===== src/rtl/lcd_stat_pkg.sv =====
package lcd_stat_pkg;

    localparam int SRC_N = 4;

    typedef enum logic [1:0] {
        MODE_HBLANK = 2'd0,
        MODE_VBLANK = 2'd1,
        MODE_SEARCH = 2'd2,
        MODE_XFER   = 2'd3
    } disp_mode_t;

    // Select bits in status-register order, bit 6 down to bit 3
    typedef struct packed {
        logic coin_en;
        logic srch_en;
        logic vb_en;
        logic hb_en;
    } stat_sel_t;

    typedef enum int {
        SRC_HB   = 0,
        SRC_VB   = 1,
        SRC_SRCH = 2,
        SRC_COIN = 3
    } src_idx_t;

    function automatic logic [SRC_N-1:0] src_hits(disp_mode_t m, logic coin);
        logic [SRC_N-1:0] h;
        h           = '0;
        h[SRC_HB]   = (m == MODE_HBLANK);
        h[SRC_VB]   = (m == MODE_VBLANK);
        h[SRC_SRCH] = (m == MODE_SEARCH);
        h[SRC_COIN] = coin;
        return h;
    endfunction

    function automatic logic [SRC_N-1:0] src_enables(stat_sel_t s);
        logic [SRC_N-1:0] e;
        e[SRC_HB]   = s.hb_en;
        e[SRC_VB]   = s.vb_en | s.srch_en;
        e[SRC_SRCH] = s.srch_en;
        e[SRC_COIN] = s.coin_en;
        return e;
    endfunction

endpackage


===== src/rtl/lcd_stat_regs.sv =====
module lcd_stat_regs
    import lcd_stat_pkg::*;
(
    input  logic      clk,
    input  logic      rst,
    input  logic      wr_en,
    input  logic [7:0] wr_data,
    output stat_sel_t sel_q
);

    always_ff @(posedge clk) begin
        if (rst) begin
            sel_q <= '0;
        end else if (wr_en) begin
            sel_q <= stat_sel_t'(wr_data[6:3]);
        end
    end


    sel_hold_chk: assert property (@(posedge clk) disable iff (rst)
        !wr_en |=> $stable(sel_q));


    sel_mask_chk: assert property (@(posedge clk) disable iff (rst)
        (wr_en && (wr_data[7] || wr_data[2:0] != 3'd0)) |=> (sel_q == $past(wr_data[6:3])));

endmodule


===== src/rtl/lcd_stat_cond.sv =====
module lcd_stat_cond
    import lcd_stat_pkg::*;
#(
    parameter int LINE_W = 8
) (
    input  logic              clk,
    input  logic              rst,
    input  logic [LINE_W-1:0] line_cur,
    input  logic [LINE_W-1:0] line_cmp,
    input  disp_mode_t        mode,
    input  stat_sel_t         sel,
    output logic              cond_now,
    output logic              coin_q,
    output disp_mode_t        mode_q
);

    logic             coin_now;
    logic [SRC_N-1:0] hits;
    logic [SRC_N-1:0] ens;
    logic [SRC_N-1:0] act;

    assign coin_now = (line_cur == line_cmp);
    assign hits     = src_hits(mode, coin_now);
    assign ens      = src_enables(sel);

    for (genvar i = 0; i < SRC_N; i++) begin : g_src
        assign act[i] = hits[i] & ens[i];
    end

    assign cond_now = |act;

    always_ff @(posedge clk) begin
        if (rst) begin
            coin_q <= 1'b0;
            mode_q <= MODE_HBLANK;
        end else begin
            coin_q <= coin_now;
            mode_q <= mode;
        end
    end


    xfer_silent_chk: assert property (@(posedge clk) disable iff (rst)
        (mode == MODE_XFER && !(sel.coin_en && coin_now)) |-> !cond_now);


    all_off_chk: assert property (@(posedge clk) disable iff (rst)
        (sel == '0) |-> !cond_now);

endmodule


===== src/rtl/lcd_stat_edge.sv =====
module lcd_stat_edge (
    input  logic clk,
    input  logic rst,
    input  logic cond_in,
    output logic pulse_q
);

    logic cond_q;

    always_ff @(posedge clk) begin
        if (rst) begin
            cond_q  <= 1'b0;
            pulse_q <= 1'b0;
        end else begin
            cond_q  <= cond_in;
            pulse_q <= cond_in & ~cond_q;
        end
    end


    pulse_width_chk: assert property (@(posedge clk) disable iff (rst)
        pulse_q |=> !pulse_q);


    held_quiet_chk: assert property (@(posedge clk) disable iff (rst)
        (cond_q && cond_in) |=> !pulse_q);


    rise_fire_chk: assert property (@(posedge clk) disable iff (rst)
        (!cond_q && cond_in) |=> pulse_q);

endmodule


===== src/rtl/lcd_stat_irq.sv =====
module lcd_stat_irq
    import lcd_stat_pkg::*;
#(
    parameter int LINE_W = 8
) (
    input  logic              clk,
    input  logic              rst,
    input  logic [LINE_W-1:0] line_cur,
    input  logic [LINE_W-1:0] line_cmp,
    input  logic [1:0]        disp_mode,
    input  logic              wr_en,
    input  logic [7:0]        wr_data,
    output logic [7:0]        stat_rd,
    output logic              irq_pulse
);

    stat_sel_t  sel_q;
    logic       cond_now;
    logic       coin_q;
    disp_mode_t mode_q;

    lcd_stat_regs u_regs (
        .clk     (clk),
        .rst     (rst),
        .wr_en   (wr_en),
        .wr_data (wr_data),
        .sel_q   (sel_q)
    );

    lcd_stat_cond #(.LINE_W(LINE_W)) u_cond (
        .clk      (clk),
        .rst      (rst),
        .line_cur (line_cur),
        .line_cmp (line_cmp),
        .mode     (disp_mode_t'(disp_mode)),
        .sel      (sel_q),
        .cond_now (cond_now),
        .coin_q   (coin_q),
        .mode_q   (mode_q)
    );

    lcd_stat_edge u_edge (
        .clk     (clk),
        .rst     (rst),
        .cond_in (cond_now),
        .pulse_q (irq_pulse)
    );

    assign stat_rd = {1'b0, sel_q, coin_q, mode_q};


    coin_cause_chk: assert property (@(posedge clk) disable iff (rst)
        (sel_q == stat_sel_t'(4'b1000) && disp_mode == 2'd3 && line_cur == line_cmp && !$past(line_cur == line_cmp))
        |=> irq_pulse);


    top_bit_chk: assert property (@(posedge clk) disable iff (rst)
        stat_rd[7] == 1'b0);

endmodule


===== config.mk =====
export PLATFORM = sky130hd
export DESIGN_NAME = lcd_stat_irq
export DESIGN_NICKNAME = d
export VERILOG_FILES = /design/src/rtl/lcd_stat_pkg.sv /design/src/rtl/lcd_stat_regs.sv /design/src/rtl/lcd_stat_cond.sv /design/src/rtl/lcd_stat_edge.sv /design/src/rtl/lcd_stat_irq.sv
export SDC_FILE = /design/constraint.sdc
export NUM_CORES = 1
export LEC_CHECK = 0
export ABC_CLOCK_PERIOD_IN_PS = 2100
export BUFFER_PORTS_ARGS = -buffer_cell sky130_fd_sc_hd__buf_2
export CORE_AREA = 2 2 39 41
export DETAILED_ROUTE_END_ITERATION = 10
export DIE_AREA = 0 0 41 43
export PLACE_DENSITY = 0.74
export SKIP_CTS_REPAIR_TIMING = 1
export SLEW_MARGIN = 20
export SYNTH_ARGS = -nofsm -noshare
export SYNTH_HDL_FRONTEND = slang
export SYNTH_HIERARCHICAL = 1
export SYNTH_SLANG_ARGS = --single-unit

===== constraint.sdc =====
create_clock -name clk -period 2.1 [get_ports clk]
set_input_delay 0 -clock clk [delete_from_list [all_inputs] [get_ports clk]]
set_output_delay 0 -clock clk [all_outputs]
set_load 0.05 [all_outputs]

==> flow_metrics.py, run 1 <==
metrics = {
    "place": {
        "gp_congestion": 0.686,
        "place_area_sq_um": 582,
        "portBuffers": 32,
        "place_ws_ns": 1.09,
        "place_inst": 87,
    },
    "status": {
        "outcome": "finished with violations",
        "violations": "hold timing",
    },
    "cells_and_area": {
        "drive_above_1_share_pct": 46.8,
        "multi_input_area_sq_um": 218,
        "post-route-util_pct": 46.8,
        "seq_area_sq_um": 180,
        "finalNetCount": 109,
        "antennaDiodeCount": 0,
        "area_growth_pct": 53.7,
        "instances_no_fill": 95,
        "fillers": 135,
        "final_cell_area_sq_um": 648,
    },
    "synthesis": {
        "synth_most_common_cell": "dfxtp_1",
        "synth_edf_count": 0,
        "ys_warn_count": 6,
        "ys_ff_latch": 9,
        "synth_common_cells": "dfxtp_1, xnor2_1, nor2_1",
        "ys_seq_area_share_pct": 42.7,
        "syn_avg_cell_area_sq_um": 10.0,
        "yosys.area.top_type": "dfxtp_1",
        "async_flop_share_pct": 0,
        "yosys.cell_types.count": 15,
        "synth_cells": 42,
        "netlist_top_cells_area": "dfxtp_1, xnor2_1, mux2i_1",
        "syn_nets": 71,
        "synthesis.area_sq_um": 422,
        "synth_top_area_share_pct": 42.7,
        "ys.flop_type": "dfxtp_1",
    },
    "power": {
        "total_power_mw": 0.422,
        "p_sw_mw": 0.122,
        "vdd_drop_max_uv": 339,
        "power.density_nw_per_um2": 651,
        "power.share.switching_pct": 28.8,
        "p_comb_share_pct": 25.6,
        "power.leakage_nw": 0.315,
        "seq_power_share_pct": 43.7,
        "pwr-share-clk_pct": 30.8,
        "p_int_mw": 0.301,
    },
    "die": {
        "core_sq_um": 1380,
        "initial_utilization_pct": 30.5,
        "die_area_sq_um": 1760,
        "fp-row-count": 14,
        "pin_count": 38,
        "fp.dieW_um": 41,
        "die_y_um": 43,
    },
    "clock_network": {
        "clk_latency_ns": 0.26,
        "cts_max_level": 1,
        "cts.sinks": 9,
        "numCtsBuffers": 3,
        "clkSlewWorstSetupHoldPaths_ns": 0.06,
        "cts_root_buffer": "clkbuf_4",
        "cts_tree": "done",
        "clk_path_buf_depth": 2,
    },
    "grt": {
        "antenna_found_initial": 0,
        "grt_max_degree": 10,
        "grt_pass1_vias": 342,
        "grt.total_usage_pct": 12.6,
        "grt.overflow.total": 0,
        "grt_pass1_wl_um": 1410,
    },
    "detailed_routing": {
        "postRouteWirelength_um": 951,
        "first_iter_violations": 4,
        "drc": 0,
        "vias": 402,
        "wl_per_cell_um": 10.0,
        "antenna_left": 0,
        "dr.pass1.iters": 4,
        "via_per_inst": 4.23,
    },
    "run": {
        "drv_cap": 0,
    },
    "sta": {
        "fin_setup_tns_ns": 0,
        "fin_crit_ns": 1.02,
        "final_hold_viol_count": 1,
        "skew_ns": 0.00309,
        "period_share_pct": 48.7,
        "layout_setup_ws_ns": 1.08,
        "hold_slack_ns": -0.00317,
        "drv_slew": 0,
        "finalSetupViolations": 0,
        "max_freq_mhz": 977,
        "rsz0062_at_grt": "false",
    },
    "setup_path": {
        "slowest_stage": "dlygate4sd3_1",
        "crit_path_max_incr_delay_ns": 0.53,
        "end_kind": "register",
        "cp-start-kind": "input pin",
        "crit_arrival_ns": 1.17,
        "crit_chain": "dlygate4sd3_1 -> buf_2 -> nor3_1 -> o32ai_2 -> nor3b_2",
        "cp_max_fo": 3,
        "timing_worst_setup_path_type": "in2reg",
        "worstPathRequired_ns": 2.25,
    },
    "hold_path": {
        "hold_path_class": "in2reg",
    },
}
-- worst max-delay path, delay by kind of cell --
kind	cells	cell delay, ns
buffers and inverters	2	0.66
AO/OA/AOI/OAI	1	0.12
AND/OR/NAND/NOR	2	0.38
-- cells by family (layout without fill, tap and decap cells) --
family	Yosys count	in the layout	synth area share, %
buffers and inverters	4	41	5.63
XOR/XNOR	8	8	16.6
AND/OR/NAND/NOR	14	14	18.7
flip-flops	9	9	42.7
other	1	1	0.889
multiplexers	4	4	9.50
AO/OA/AOI/OAI	2	2	5.94
-- area by class of cell --
type,count,area share [%]
Multi-Input combinational cell,29,33.6
Inverter,1,0.579
Tap cell,16,3.09
Timing Repair Buffer,36,30.9
Clock buffer,4,4.05
Sequential cell,9,27.8
-- final timing paths --
path | startpoint | endpoint | slack, ns | depth (start not counted)
setup / recovery | disp_mode[1] | u_edge/pulse_q | 1.08 | 5
hold / removal | wr_data[5] | u_regs/sel_q[2] | -0.003 | 3
setup reg to reg | u_regs/sel_q[2] | u_edge/pulse_q | 1.09 | 4
hold reg to reg | u_edge/cond_q | u_edge/pulse_q | 0.40 | 1
-- state kept, by name (all words and copies together), names as in the netlist --
signal	cells
u_cond/coin_q	1
u_cond/mode_q	2
u_edge/cond_q	1
u_edge/pulse_q	1
u_regs/sel_q	4
-- per-layer routing --
layer / vias to the layer above / track usage (%) / wire length, um
met3: 2 / 9.42 / 58
met2: 14 / 18.4 / 520
met4: 0 / 4.00 / 15
met5: - / 0 / 0
met1: 176 / 13.7 / 356
li1: 210 / - / -
-- layout by cell type (no fill, tap or decap), drive strengths merged --
cell and count:
inv 1, a22o 1, nand2b 1, dfxtp 9
nor3 2, dlygate4sd3 4, clkbuf 4, nor3b 1
conb 1, xnor2 8, nor2 5, nand4 2
nor2b 3, buf 32, o32ai 1, mux2i 4
-- power groups by stage --
stage / Sequential [mW] / Clock [mW] / Combinational, mW
after floorplan: 0.215 / 0 / 0.0392
after detailed placement: 0.188 / 0 / 0.102
after global routing: 0.185 / 0.149 / 0.117
final: 0.184 / 0.130 / 0.108
after CTS: 0.184 / 0.138 / 0.103
after global placement: 0.188 / 0 / 0.100
Power figures use the tool's default switching activity.
==> run 2, diff against run 1 <==
- ABC_AREA: not set -> 1
- ABC_CLOCK_PERIOD_IN_PS: 2100 -> 1000
- CORE_AREA: 2 2 39 41 -> not set
- CORE_MARGIN: not set -> 2
- CORE_UTILIZATION: not set -> 37
- DIE_AREA: 0 0 41 43 -> not set
- PLACE_DENSITY: 0.74 -> 0.8
- clock period: 2.1 -> 1 ns (I/O delays scaled with it)
==> run 2 against run 1 <==
Net effect:
- the flow now finishes without violations
- synthesized cell count grew 81%
- total power grew 120%
- clock power grew 110%
- core utilization grew 9.3 points
- clock-buffer cell count is the same
- critical endpoint is now u_edge/cond_q
- largest cell class unchanged
- largest power group unchanged
==> flow_metrics.py, run 2 <==
metrics = {
    "status": {
        "outcome": "finished clean",
    },
    "detailed_routing": {
        "vias": 518,
        "dr.pass1.iters": 4,
        "via_per_inst": 4.08,
        "antenna_left": 0,
        "drc": 0,
        "postRouteWirelength_um": 931,
        "wl_per_cell_um": 7.33,
        "first_iter_violations": 4,
    },
    "sta": {
        "fin_crit_ns": 0.897,
        "drv_slew": 0,
        "finalSetupViolations": 0,
        "rsz0062_at_grt": "false",
        "max_freq_mhz": 1120,
        "period_share_pct": 89.7,
        "skew_ns": 0.00107,
        "final_hold_viol_count": 0,
        "layout_setup_ws_ns": 0.103,
        "fin_setup_tns_ns": 0,
    },
    "clock_network": {
        "cts_root_buffer": "clkbuf_4",
        "clk_latency_ns": 0.26,
        "numCtsBuffers": 3,
        "cts.sinks": 9,
        "cts_tree": "done",
        "cts_max_level": 1,
        "clkSlewWorstSetupHoldPaths_ns": 0.06,
        "clk_path_buf_depth": 2,
    },
    "cells_and_area": {
        "instances_no_fill": 127,
        "final_cell_mix": "buf_2, nand2_1, inv_1",
        "largest_reg_flops": 4,
        "final_common_cell": "buf_2",
        "multi_input_area_sq_um": 233,
        "area_growth_pct": 45.2,
        "seq_area_sq_um": 188,
        "regMostFlops": "u_regs/sel_q",
        "largestRegisters": "u_regs/sel_q (4), u_cond/mode_q (2)",
        "fillers": 132,
        "antennaDiodeCount": 0,
        "finalNetCount": 142,
        "drive_above_1_share_pct": 40.2,
    },
    "synthesis": {
        "synth_most_common_cell": "nand2_1",
        "synthesis.area_sq_um": 490,
        "syn_nets": 105,
        "synth_edf_count": 0,
        "synth_common_cells": "nand2_1, inv_1, nor2_1",
        "ys_ff_latch": 9,
        "yosys.area.top_type": "dfxtp_1",
        "async_flop_share_pct": 0,
        "ys_warn_count": 6,
        "syn_avg_cell_area_sq_um": 6.45,
        "ys_seq_area_share_pct": 36.7,
        "yosys.cell_types.count": 15,
        "ys.flop_type": "dfxtp_1",
        "synth_top_area_share_pct": 36.7,
        "netlist_top_cells_area": "dfxtp_1, nand2_1, inv_1",
        "synth_cells": 76,
    },
    "setup_path": {
        "timing.rr.end": "u_edge/cond_q",
        "timing_worst_setup_path_type": "reg2reg",
        "worstPathRequired_ns": 1.16,
        "r2r_setup_slack_ns": 0.10,
        "worstSetupEndpoint": "u_edge/cond_q",
        "crit_start": "u_regs/sel_q[0]",
        "reg2reg_from": "u_regs/sel_q[0]",
        "cp-start-kind": "register",
        "end_kind": "register",
        "cp_max_fo": 3,
        "ff2ff_path_depth": 5,
        "crit_arrival_ns": 1.05,
    },
    "power": {
        "power.density_nw_per_um2": 1280,
        "power.leakage_nw": 0.432,
        "vdd_drop_max_uv": 862,
    },
    "grt": {
        "grt_max_degree": 9,
        "grt.total_usage_pct": 13.8,
        "grt_pass1_vias": 378,
        "grt.overflow.total": 0,
        "antenna_found_initial": 0,
        "grt_pass1_wl_um": 1440,
    },
    "place": {
        "portBuffers": 32,
        "gp_congestion": 0.563,
        "place_inst": 120,
        "place_ws_ns": 0.0926,
        "dp_hpwl_um": 744,
    },
    "die": {
        "die_y_um": 40.4,
        "initial_utilization_pct": 38.7,
        "die_area_sq_um": 1630,
        "core_sq_um": 1270,
        "fp-row-count": 13,
        "fp.dieW_um": 40.4,
        "pin_count": 38,
    },
    "hold_path": {
        "hold_path_class": "in2reg",
        "min_path_cells": 5,
    },
    "run": {
        "drv_cap": 0,
    },
}
-- run 2: cell count changes after synthesis, moves of 2 or more --
cell / previous run / this run
nor2b_1: 3 / 0
nor2_2: 0 / 3
nand4_1: 2 / 0
nor2_1: 5 / 11
nand3_1: 0 / 2
xnor2_1: 8 / 5
mux2i_1: 4 / 0
nand2_1: 0 / 23
inv_1: 1 / 14
-- run 2: cell type report --
class | instances | area share (%)
clock buffers | 4 | 3.69
inverters | 15 | 7.91
multi-input cells | 49 | 32.7
flip-flops and latches | 9 | 26.4
well taps | 15 | 2.64
repair buffers | 35 | 26.7
-- run 2: worst max-delay path, cell delays in order, from the launching register on --
cell	delay (ns)
dfxtp_4	0.34
o21ai_0	0.14
o21a_1	0.14
nand2_1	0.06
nand2_2	0.08
inv_1	0.04
-- run 2: per-stage QoR --
stage | power, mW | cell area, sq um | hold slack [ns] | utilization (%)
after global placement | 0.628 | 651 | 0.234 | 51.3
after floorplan | 0.561 | 498 | 0.0715 | -
final | 0.910 | 712 | 0.0266 | 56.1
after global routing | 0.979 | 712 | 0.0442 | 56.1
after CTS | 0.913 | 677 | -0.0389 | 53.4
after detailed placement | 0.633 | 651 | 0.235 | 51.3
-- run 2: cell families after synthesis --
kind of cell	Yosys count	share of synthesized area, %
compound gates	2	2.55
xor+xnor	5	8.93
buf+inv	18	16.8
flops	9	36.7
other cells	1	0.765
simple gates	41	34.2
-- run 2: where the power goes --
part           internal [mW]  total [mW]  switching [mW]
clock                  0.153       0.274           0.121
combinational         0.0962       0.244           0.147
sequential             0.380       0.392          0.0115
-- run 2: how the worst min path moves through the flow --
stage	end	slack, ns	startpoint
3_3_place_gp	u_cond/mode_q[1]	0.23	disp_mode[1]
4_1_cts	u_cond/coin_q	-0.04	rst
2_1_floorplan	u_cond/coin_q	0.07	rst
6_report	u_regs/sel_q[1]	0.03	wr_data[4]
3_5_place_dp	u_cond/mode_q[1]	0.24	disp_mode[1]
5_1_grt	u_regs/sel_q[2]	0.04	wr_data[5]
-- run 2: layer usage --
| metal | global-route usage, % | vias to the layer above | wire, um |
|---|---|---|---|
| met1 | 15.5 | 219 | 348 |
| met5 | 0 | - | 0 |
| met3 | 10.0 | 0 | 71 |
| met2 | 21.0 | 14 | 511 |
| li1 | - | 285 | - |
| met4 | 2.50 | 0 | 0 |
